==> config.mk <==
export PLATFORM = sky130hd
export DESIGN_NAME = gs_pwm
export DESIGN_NICKNAME = d
export VERILOG_FILES = /design/src/rtl/gs_pwm.sv
export SDC_FILE = /design/constraint.sdc
export NUM_CORES = 1
export LEC_CHECK = 0
export ABC_AREA = 1
export CAP_MARGIN = 20
export CELL_PAD_IN_SITES_DETAIL_PLACEMENT = 1
export CELL_PAD_IN_SITES_GLOBAL_PLACEMENT = 1
export CORE_ASPECT_RATIO = 0.6
export CORE_MARGIN = 4
export CORE_UTILIZATION = 33
export DETAILED_ROUTE_END_ITERATION = 8
export GPL_TIMING_DRIVEN = 1
export PLACE_DENSITY = 0.88
export SYNTH_ARGS = -nofsm -noshare
export SYNTH_HDL_FRONTEND = slang
export SYNTH_SLANG_ARGS = --single-unit
==> constraint.sdc <==
create_clock -name clk -period 3.6 [get_ports clk]
set_input_delay 0.72 -clock clk [delete_from_list [all_inputs] [get_ports clk]]
set_output_delay 0.72 -clock clk [all_outputs]
set_load 0.05 [all_outputs]
==> src/rtl/gs_pwm.sv <==
module gs_pwm #(
  parameter int CHANNELS = 16,
  parameter int GS_BITS  = 12
) (
  input  logic                         clk,
  input  logic                         rst_n,
  input  logic                         blank,
  input  logic [CHANNELS*GS_BITS-1:0]  gs_vals,
  output logic [CHANNELS-1:0]          out_en
);
  localparam int CW = GS_BITS + 1;
  localparam logic [CW-1:0] CYCLE_END = {1'b1, {GS_BITS{1'b0}}};

  logic [CW-1:0] cnt;

  always_ff @(posedge clk or negedge rst_n) begin
    if (!rst_n)                cnt <= CYCLE_END;
    else if (blank)            cnt <= '0;
    else if (cnt != CYCLE_END) cnt <= cnt + 1'b1;
  end

  for (genvar i = 0; i < CHANNELS; i++) begin : g_ch
    logic [GS_BITS-1:0] v;
    assign v = gs_vals[i*GS_BITS +: GS_BITS];
    assign out_en[i] = !blank && (cnt != '0) && (cnt <= {1'b0, v});

    AST_ZERO_DARK: assert property (@(posedge clk) disable iff (!rst_n)
      (v == '0) |-> !out_en[i]);
    AST_FIRST_EDGE_ON: assert property (@(posedge clk) disable iff (!rst_n)
      (!blank && cnt == CW'(1)) |-> (out_en[i] == (v != '0)));
    AST_OFF_PAST_VALUE: assert property (@(posedge clk) disable iff (!rst_n)
      (!blank && cnt > {1'b0, v}) |-> !out_en[i]);
  end

  AST_BLANK_HOLD: assert property (@(posedge clk) disable iff (!rst_n)
    blank |=> (cnt == '0));
  AST_BLANK_DARK: assert property (@(posedge clk) disable iff (!rst_n)
    blank |-> (out_en == '0));
  AST_STEP: assert property (@(posedge clk) disable iff (!rst_n)
    (!blank && cnt != CYCLE_END) |=> (blank || cnt == $past(cnt) + 1'b1));
  AST_END_STICKY: assert property (@(posedge clk) disable iff (!rst_n)
    (!blank && cnt == CYCLE_END) |=> (blank || cnt == CYCLE_END));
  AST_END_DARK: assert property (@(posedge clk) disable iff (!rst_n)
    (cnt == CYCLE_END) |-> (out_en == '0));
endmodule

; ---- Word level (Yosys, flattened, before mapping)
; Index checks and enable logic that the tools add are counted.
[classes]
addsub = 1
mul = 0
n_div = 0
magnitude_cmp = 16
eq_ne = 1
shifts = 0
mux = 2
bitwise = 0
reduce_logical = 20
[ops]
columns = op, count
row1 = less-or-equal comparator 13 x 12 -> 1 bit, 16
row2 = 2-to-1 mux 13 bit, 2
row3 = logical AND 1 bit, 17
row4 = "adder 13 x 1 -> 13 bit, second input constant", 1
row5 = "inequality test 13 bit, second input constant", 1
row6 = nonzero test 13 bit, 1
row7 = nonzero test 2 bit, 1
row8 = logical NOT 1 bit, 1
[word_totals]
regBits = 13
latch_bits = 0
mem_bits_rw = 0
rom_bits = 0
input_bits = 195
memories = 0

; ---- Logic depth before layout (Yosys ltp)
; Gate-level depths: netlist of the first run.
[logic_depth]
word_depth = 3
depth_mapped = 9
mapped_depth_nobuf = 9

; ---- Worst setup path before layout of the first run
; Ideal clock, no wire load.
[synth_path]
path_kind = input to output
from = input port gs_vals[152]
to = output port out_en[12]
t_arrival_ns = 2.178
path_slack_ns = 0.702
stages = 9
n_path_buf = 0
path_cell_list = inv_1 -> ha_1 -> nand2_1 -> inv_1 -> nand2_1 -> nand2_1 -> a21oi_1 -> nand2_1 -> a21oi_1
[synth_via]
elab_chain_cells = 2
[synth_rtl]
columns = item, line_no
row1 = from (decl), 8  ; input logic [CHANNELS*GS_BITS-1:0] gs_vals,
row2 = less-or-equal comparator 13 x 12 -> 1 bit, 25  ; assign out_en[i] = !blank && (cnt != '0) && (cnt <= {1'b0, v});
row3 = logical AND 1 bit, 25
row4 = to (decl), 9  ; output logic [CHANNELS-1:0] out_en
; Every way passes these cells.

; ---- Worst setup path in the final report of the first run
[layout_path]
from = input port gs_vals[20]
to = output port out_en[1]
; Same word-level chain as after synthesis.

==> impl_metrics.tcl, run 1 <==
set metrics [dict create \
    status "finished clean" \
    min_path_type "flop to flop" \
    top_regs "cnt (13)" \
    reg2reg_from "cnt[2]" \
    num_rows 38 \
    worst_slew_pin_slew_ns 0.749 \
    grt_usage_pct 22.5 \
    grt_max_degree 25 \
    cts.path.max_buffers 2 \
    period_minus_slack_ns 3.31 \
    routed_via_density 4.79 \
    drive_above_1_share_pct 4.45 \
    synth_cell_types 23 \
    cts_hold_buffers 0 \
    fillers 2476 \
    power_density_nw_per_um2 125 \
    slew_viol_final 0 \
    hold_viol 0 \
    crit_path_start_kind "input port" \
    cap_violations 0 \
    ys_ff_latch 13 \
    yosys_warnings 0 \
    ys_top_cells_by_area "ha_1 39%, nand2_1 18%, inv_1 17%" \
    syn_nets 1438 \
    start_util_pct 34.1 \
    wl_per_cell_um 16.0 \
    worstPathRequired_ns 2.88 \
    post-route-util_pct 49.2 \
    dr.pass1.iters 4 \
    num_io_pins 211 \
    dpl.hpwl_um 20700 \
    setup_viol_count_final 0 \
    yosysSeqAreaShare_pct 5.21 \
    post_cts_resize_count 0 \
    postRouteAntennaNets 0 \
    dieArea_um2 21300 \
    die_x_um 186 \
    syn_to_final_growth_pct 44.1 \
    cp.arrival_ns 2.59 \
    nNetsFinal 1671 \
    syn_avg_cell_area_um2 5.97 \
    largest_register_ffs 13 \
    max_freq_mhz 302 \
    synthDominantCellAreaShare_pct 38.8 \
    grt_pass1_vias 7736 \
    overflow 0 \
    routed_wl_um 24300 \
    power.leakage_nw 5.66 \
    cts_tree "built" \
    die_y_um 115 \
    antenna_cells 0 \
    reg2reg_slack_ns 1.69 \
    cp_max_fo 2 \
    rr_worst_depth 6 \
    fin_tns_setup_ns 0 \
    final_cell_count_no_fill 1521 \
    cts_sinks 13 \
    post_cts_buffers 0 \
    dp.cells 1517 \
    cts_buffers 3 \
    gp_congestion 0.877 \
    path_clk_slew_ns 0.05 \
    synth_area_um2 6260 \
    drc 0 \
    num_vias 7278 \
    antenna_found_initial 1 \
    grt_pass1_wl_um 38400 \
    insertion_delay_ns 0.24 \
    worst_setup_path_end_kind "primary output" \
    whs_ns 0.587 \
    clock_skew_ns 0.00585 \
    cts_root_buffer "clkbuf_16" \
    crit_end "out_en[1]" \
    rsz0062_at_grt "false" \
    fp.coreArea_um2 18400 \
    path_class "input port to primary output" \
    r2r-end "cnt[10]" \
    synthCells 1049 \
    worstHoldStart "cnt[3]" \
    crit_path_start "gs_vals[20]" \
    ir_worst_vdd_mv 0.151 \
    post-synth-top-area-cell "ha_1" \
    top_register "cnt" \
    htree_levels 1 \
    fin_crit_sh_pct 91.9 \
    max_slew_margin_pct 50.1 \
    drt_iter0_markers 257 \
    io_buffers 210 \
]
[how the worst min path moves through the flow]
stage                         to  slack (ns)  cells after the start
final                     cnt[3]        0.59                      2
after global routing      cnt[3]        0.61                      2
after CTS                 cnt[0]        0.59                      2
after detailed placement  cnt[0]        0.57                      2
after global placement    cnt[3]        0.56                      2
after floorplan           cnt[0]        0.42                      0
[where the power goes]
group	switching (W)	total (W)	internal [W]
clock	0.0000611	0.000211	0.000149
sequential	0.00000732	0.000157	0.000149
combinational	0.000368	0.000758	0.000391
total	0.000436	0.00113	0.000690
[layout make-up]
cell class              instances  area [um2]  share of cell area [%]
well taps                     240         300                    3.33
repair buffers                234        2440                    27.1
multi-input cells             738        4770                    52.9
inverters                     292        1100                    12.2
flip-flops and latches         13         327                    3.62
clock buffers                   4        78.8                   0.873
[metal layers]
metal	vias to the layer above	track usage, %	wire, um
li1	3717	-	-
met5	-	0	12
met1	3356	31.0	11900
met4	2	2.77	240
met3	18	3.52	1480
met2	185	38.4	10700
[cell usage in the layout, fill, tap and decap left out, types with 4 or more instances in the layout]
cell type        count
a21oi_1             68
and2_1               6
buf_12              16
buf_4               24
clkdlybuf4s50_1    194
dfrtp_1             12
ha_1               194
inv_1              291
nand2_1            295
nand3_1             64
nand4_1             18
nor2_1              70
nor2_2               4
o21ai_0              5
[critical path, cell delays in order]
cell,delay (ns)
clkdlybuf4s50_1,0.45
inv_1,0.04
ha_1,0.30
a21oi_1,0.23
nand2_1,0.09
a21oi_1,0.17
nand2_1,0.07
a21oi_1,0.32
buf_12,0.19
[synth_stat cells, drive strengths merged]
| cell type | n |
|---|---|
| a21oi | 70 |
| and2 | 6 |
| buf | 5 |
| clkbuf | 1 |
| dfrtp | 12 |
| dfstp | 1 |
| ha | 194 |
| inv | 292 |
| nand2 | 298 |
| nand3 | 64 |
| nand4 | 21 |
| nor2 | 74 |
| nor3 | 3 |
| o21ai | 5 |
| xor2 | 3 |
[per-stage QoR]
| step | area, um2 | total power, W | setup slack (ns) |
|---|---|---|---|
| finish | 9020 | 0.00113 | 0.290 |
| detailed placement | 8950 | 0.000919 | 0.354 |
| global placement | 8950 | 0.000888 | 0.424 |
| global route | 9020 | 0.00122 | 0.201 |
| floorplan | 6260 | 0.000490 | 0.702 |
| CTS | 9020 | 0.00114 | 0.323 |
[logic make-up after synthesis]
| group | synth area share [%] |
|---|---|
| DFF | 5.21 |
| AOI/OAI and AO/OA | 6.11 |
| xor gates and xnor gates | 0.420 |
| buffers and inverters | 18.6 |
| and+or+nand+nor | 30.9 |
| adders and majority gates | 38.8 |
(Power assumes the default switching activity.)
==> run 2: changes to the inputs <==
--- a/config.mk
+++ b/config.mk
@@ -6,12 +6,12 @@
 export NUM_CORES = 1
 export LEC_CHECK = 0
 export ABC_AREA = 1
-export CAP_MARGIN = 20
 export CELL_PAD_IN_SITES_DETAIL_PLACEMENT = 1
 export CELL_PAD_IN_SITES_GLOBAL_PLACEMENT = 1
 export CORE_ASPECT_RATIO = 0.6
 export CORE_MARGIN = 4
 export CORE_UTILIZATION = 33
+export CTS_BUF_LIST = sky130_fd_sc_hd__clkbuf_4
 export DETAILED_ROUTE_END_ITERATION = 8
 export GPL_TIMING_DRIVEN = 1
 export PLACE_DENSITY = 0.88
==> run 2 against run 1 <==
Net effect: fmax fell by 0.72%; non-clock buffer count is the same; utilization is 0.25 points lower; largest power group unchanged.
==> impl_metrics.tcl, run 2 (synthesis gave the netlist of run 1 again) <==
set metrics [dict create \
    status "finished clean" \
    drt_iter0_markers 195 \
    dieArea_um2 21300 \
    start_util_pct 34.1 \
    rsz0062_at_grt "false" \
    worstPathRequired_ns 2.88 \
    cp.arrival_ns 2.61 \
    top_regs "cnt (13)" \
    max_freq_mhz 300 \
    drc 0 \
    path_clk_slew_ns 0.09 \
    drive_above_1_share_pct 4.53 \
    post_cts_buffers 0 \
    top_register "cnt" \
    placed_area_um2 8950 \
    final_common_cell "nand2_1" \
    dpl.hpwl_um 20700 \
    num_rows 38 \
    fp.coreArea_um2 18400 \
    period_minus_slack_ns 3.33 \
    dr.pass1.iters 4 \
    worstHoldStart "cnt[3]" \
    worst_slew_pin_slew_ns 0.746 \
    cts_hold_buffers 0 \
    multi_input_area_um2 4770 \
    crit_path_start "cnt[8]" \
    met1Wirelength_um 11900 \
    num_io_pins 211 \
    fin_tns_setup_ns 0 \
    fillers 2487 \
    regArea_um2 327 \
    postRouteAntennaNets 0 \
    fin_area_um2 8980 \
    path_class "flop to primary output" \
    htree_levels 1 \
    cts_buffers 3 \
    slew_viol_final 0 \
    cts_root_buffer "clkbuf_4" \
    power.leakage_nw 5.64 \
    largest_register_ffs 13 \
    power_density_nw_per_um2 113 \
    worst_path_max_delay_cell "dfrtp_1" \
    internal-power_w 0.000590 \
    grt_pass1_wl_um 38300 \
    cts_sinks 13 \
    wl_met3_um 1490 \
    worstPathCellList "buf_4 > ha_1 > a21oi_1 > nand2_1 > a21oi_1 > nand2_1 > a21oi_1 > buf_12" \
    cpPeakStageDelay_ns 0.70 \
    crit_path_start_kind "flop" \
    nNetsFinal 1671 \
    wl_per_cell_um 16.0 \
    wl_met2_um 10600 \
    die_y_um 115 \
    reg2reg_from "cnt[2]" \
    grt_pass1_vias 7698 \
    fin_crit_sh_pct 92.6 \
    num_vias 7240 \
    post_cts_resize_count 0 \
    combPwrFrac_pct 74.7 \
    power_frac_seq_pct 15.4 \
    worst_setup_path_end_kind "primary output" \
    swShare_pct 41.9 \
    setup_viol_count_final 0 \
    grt_max_degree 25 \
    io_buffers 210 \
    insertion_delay_ns 0.28 \
    grt_usage_pct 22.4 \
    cap_violations 0 \
    syn_to_final_growth_pct 43.4 \
    cts_tree "built" \
    clock_skew_ns 0.0163 \
    cp_max_fo 11 \
    routed_wl_um 24300 \
    routed_via_density 4.76 \
    ir_worst_vdd_mv 0.0755 \
    top_layer_used "met5" \
    min_path_type "flop to flop" \
    gp_congestion 0.877 \
    clkPwrFrac_pct 9.9 \
    switching_power_w 0.000425 \
    die_x_um 186 \
    overflow 0 \
    max_slew_margin_pct 50.2 \
    cts.path.max_buffers 2 \
    mostFrequentLayoutCells "295 x nand2_1, 291 x inv_1, 194 x ha_1, 194 x clkdlybuf4s50_1, 70 x nor2_1" \
    worst_path_most_repeated_cell "a21oi_1" \
    hold_viol 0 \
    antenna_found_initial 2 \
]
==> run 2: cell count changes in the layout (fill, tap and decap cells not counted) <==
cell       change
diode_2        +1
clkbuf_1       -1
clkbuf_16      -3
clkbuf_4       +4
==> run 2: critical path: cells and delay by family, from the launching register on <==
kind | cells | cell delay [ns]
buffers and inverters | 2 | 0.48
flip-flops | 1 | 0.70
adder cells (fa/ha/maj) | 1 | 0.27
AND/OR/NAND/NOR | 2 | 0.16
AO/OA/AOI/OAI | 3 | 0.72
==> run 2: path summary, 6_finish.rpt <==
path,endpoint,slack (ns),cells past startpoint
worst min register to register,cnt[3],0.60,2
worst max-delay path,out_en[1],0.27,8
max in group asynchronous,cnt[6],2.38,1
worst min-delay path,cnt[3],0.60,2
worst max register to register,cnt[10],1.69,6
min in group asynchronous,cnt[3],0.80,1
==> run 2: per-layer routing <==
layer  vias to the layer above  global-route usage, %
met5                         -                      0
met4                         2                   2.86
met3                        18                   3.52
met2                       179                   37.9
met1                      3325                   31.1
li1                       3716                      -
==> run 2: power by group through the flow <==
stage	Sequential, W	Clock [W]	Combinational (W)
floorplan	0.000161	0	0.000329
global placement	0.000159	0	0.000730
detailed placement	0.000159	0	0.000760
CTS	0.000156	0.000105	0.000765
global route	0.000157	0.000110	0.000841
finish	0.000156	0.000100	0.000758
==> run 2: final cells by class <==
cell class              count  share of cell area (%)
repair buffers            234                    27.2
well taps                 240                    3.34
diodes                      1                  0.0279
inverters                 292                    12.3
flip-flops and latches     13                    3.64
clock buffers               4                   0.334
multi-input cells         738                    53.2
==> run 2: stage by stage <==
step	hold WS [ns]	setup slack [ns]	util, %	power (W)	cells
after floorplan	0.424	0.702	-	0.000490	1049
after global placement	0.560	0.424	48.7	0.000888	1517
after CTS	0.594	0.268	48.9	0.00103	1521
after detailed placement	0.572	0.354	48.7	0.000919	1517
after global routing	0.619	0.152	48.9	0.00111	1522
final	0.595	0.266	48.9	0.00101	1522
==> run 3: changes to the inputs <==
--- a/config.mk
+++ b/config.mk
@@ -11,7 +11,7 @@
 export CORE_ASPECT_RATIO = 0.6
 export CORE_MARGIN = 4
 export CORE_UTILIZATION = 33
-export CTS_BUF_LIST = sky130_fd_sc_hd__clkbuf_4
+export CTS_BUF_LIST = sky130_fd_sc_hd__clkbuf_4 sky130_fd_sc_hd__clkbuf_8
 export DETAILED_ROUTE_END_ITERATION = 8
 export GPL_TIMING_DRIVEN = 1
 export PLACE_DENSITY = 0.88
==> run 3 against run 2 <==
Net effect: worst hold slack worse by 0.0038 ns; largest cell class unchanged; power up 3.9%; critical path type is now input port to primary output; critical endpoint unchanged; clock skew down 0.0080 ns; count of clock-buffer cells in the layout unchanged; final cell count about the same.
==> impl_metrics.tcl, run 3 (synthesis gave the netlist of run 1 again) <==
set metrics [dict create \
    status "finished clean" \
    overflow 0 \
    multi_input_area_um2 4770 \
    crit_path_start_kind "input port" \
    worst_setup_path_end_kind "primary output" \
    drive_above_1_share_pct 4.53 \
    cts_hold_buffers 0 \
    wl_per_cell_um 16.0 \
    num_vias 7253 \
    die_x_um 186 \
    cts_root_buffer "clkbuf_8" \
    regArea_um2 327 \
    setup_viol_count_final 0 \
    power_frac_seq_pct 14.9 \
    cts.path.max_buffers 2 \
    finalPower_w 0.00105 \
    fp.coreArea_um2 18400 \
    hold_viol 0 \
    internal-power_w 0.000626 \
    switching_power_w 0.000428 \
    insertion_delay_ns 0.25 \
    grt_max_degree 25 \
    num_rows 38 \
    grt_pass1_wl_um 38300 \
    cp.arrival_ns 2.61 \
    gp_congestion 0.877 \
    routed_wl_um 24300 \
    swShare_pct 40.7 \
    rsz0062_at_grt "false" \
    antenna_found_initial 1 \
    combPwrFrac_pct 71.9 \
    path_class "input port to primary output" \
    cts_tree "built" \
    ir_worst_vdd_mv 0.0997 \
    dpl.hpwl_um 20700 \
    fin_crit_sh_pct 92.5 \
    final_common_cell "nand2_1" \
    clock_skew_ns 0.00830 \
    worstPathRequired_ns 2.88 \
    max_slew_margin_pct 50.0 \
    drt_iter0_markers 220 \
    antenna_cells 0 \
    die_y_um 115 \
    fin_tns_setup_ns 0 \
    slew_viol_final 0 \
    htree_levels 1 \
    post_cts_resize_count 0 \
    routed_via_density 4.77 \
    top_regs "cnt (13)" \
    cts_sinks 13 \
    nNetsFinal 1671 \
    mostFrequentLayoutCells "295 x nand2_1, 291 x inv_1, 194 x ha_1, 194 x clkdlybuf4s50_1, 70 x nor2_1" \
    clkPwrFrac_pct 13.2 \
    worst_slew_pin_slew_ns 0.751 \
    largest_register_ffs 13 \
    grt_pass1_vias 7732 \
    power_density_nw_per_um2 117 \
    top_register "cnt" \
    path_clk_slew_ns 0.06 \
    max_freq_mhz 300 \
    power.leakage_nw 5.65 \
    start_util_pct 34.1 \
    grt_usage_pct 22.5 \
    cp_max_fo 2 \
    fillers 2479 \
    min_path_type "flop to flop" \
    dr.pass1.iters 4 \
    post_cts_buffers 0 \
    period_minus_slack_ns 3.33 \
    dieArea_um2 21300 \
    io_buffers 210 \
    drc 0 \
    cts_buffers 3 \
    num_io_pins 211 \
    syn_to_final_growth_pct 43.6 \
    postRouteAntennaNets 0 \
    cap_violations 0 \
]
[run 3: cell count changes in the layout (fill, tap and decap cells not counted), sizes merged]
cell,change
diode,-1
[run 3: per-stage QoR]
stage	hold slack, ns	util [%]	instance area (um2)	instances	worst slack, ns
2_1_floorplan	0.424	-	6260	1049	0.702
3_3_place_gp	0.560	48.7	8950	1517	0.424
3_5_place_dp	0.572	48.7	8950	1517	0.354
4_1_cts	0.588	49.0	8990	1521	0.313
5_1_grt	0.614	49.0	8990	1521	0.200
6_report	0.591	49.0	8990	1521	0.269
[run 3: worst max-delay path: stages]
cell and delay [ns]:
clkdlybuf4s50_1 0.45, inv_1 0.04, ha_1 0.30, a21oi_1 0.24, nand2_1 0.10, a21oi_1 0.17
nand2_1 0.07, a21oi_1 0.32, buf_12 0.19
[run 3: worst paths after layout]
kind	from	endpoint	slack, ns	depth (start not counted)
min in group asynchronous	rst_n	cnt[3]	0.85	1
hold / removal	cnt[3]	cnt[3]	0.59	2
setup reg to reg	cnt[2]	cnt[10]	1.73	6
max in group asynchronous	rst_n	cnt[6]	2.35	1
setup / recovery	gs_vals[20]	out_en[1]	0.27	9
hold reg to reg	cnt[3]	cnt[3]	0.59	2
[run 3: layout make-up]
| cell class | instances | share of cell area, % |
|---|---|---|
| clock buffers | 4 | 0.542 |
| inverters | 292 | 12.3 |
| multi-input cells | 738 | 53.1 |
| flip-flops and latches | 13 | 3.63 |
| well taps | 240 | 3.34 |
| repair buffers | 234 | 27.2 |
[run 3: layer usage]
metal | GRT usage (%) | routed length [um] | up-vias
met1 | 30.9 | 11800 | 3323
met2 | 38.1 | 10600 | 184
met4 | 3.59 | 309 | 2
met5 | 0 | 11 | -
met3 | 3.52 | 1500 | 25
li1 | - | - | 3719
[run 3: power groups by stage]
stage,Sequential (W),Clock (W),Combinational [W]
finish,0.000157,0.000140,0.000758
global route,0.000157,0.000148,0.000841
CTS,0.000157,0.000144,0.000765
detailed placement,0.000159,0,0.000760
global placement,0.000159,0,0.000730
floorplan,0.000161,0,0.000329
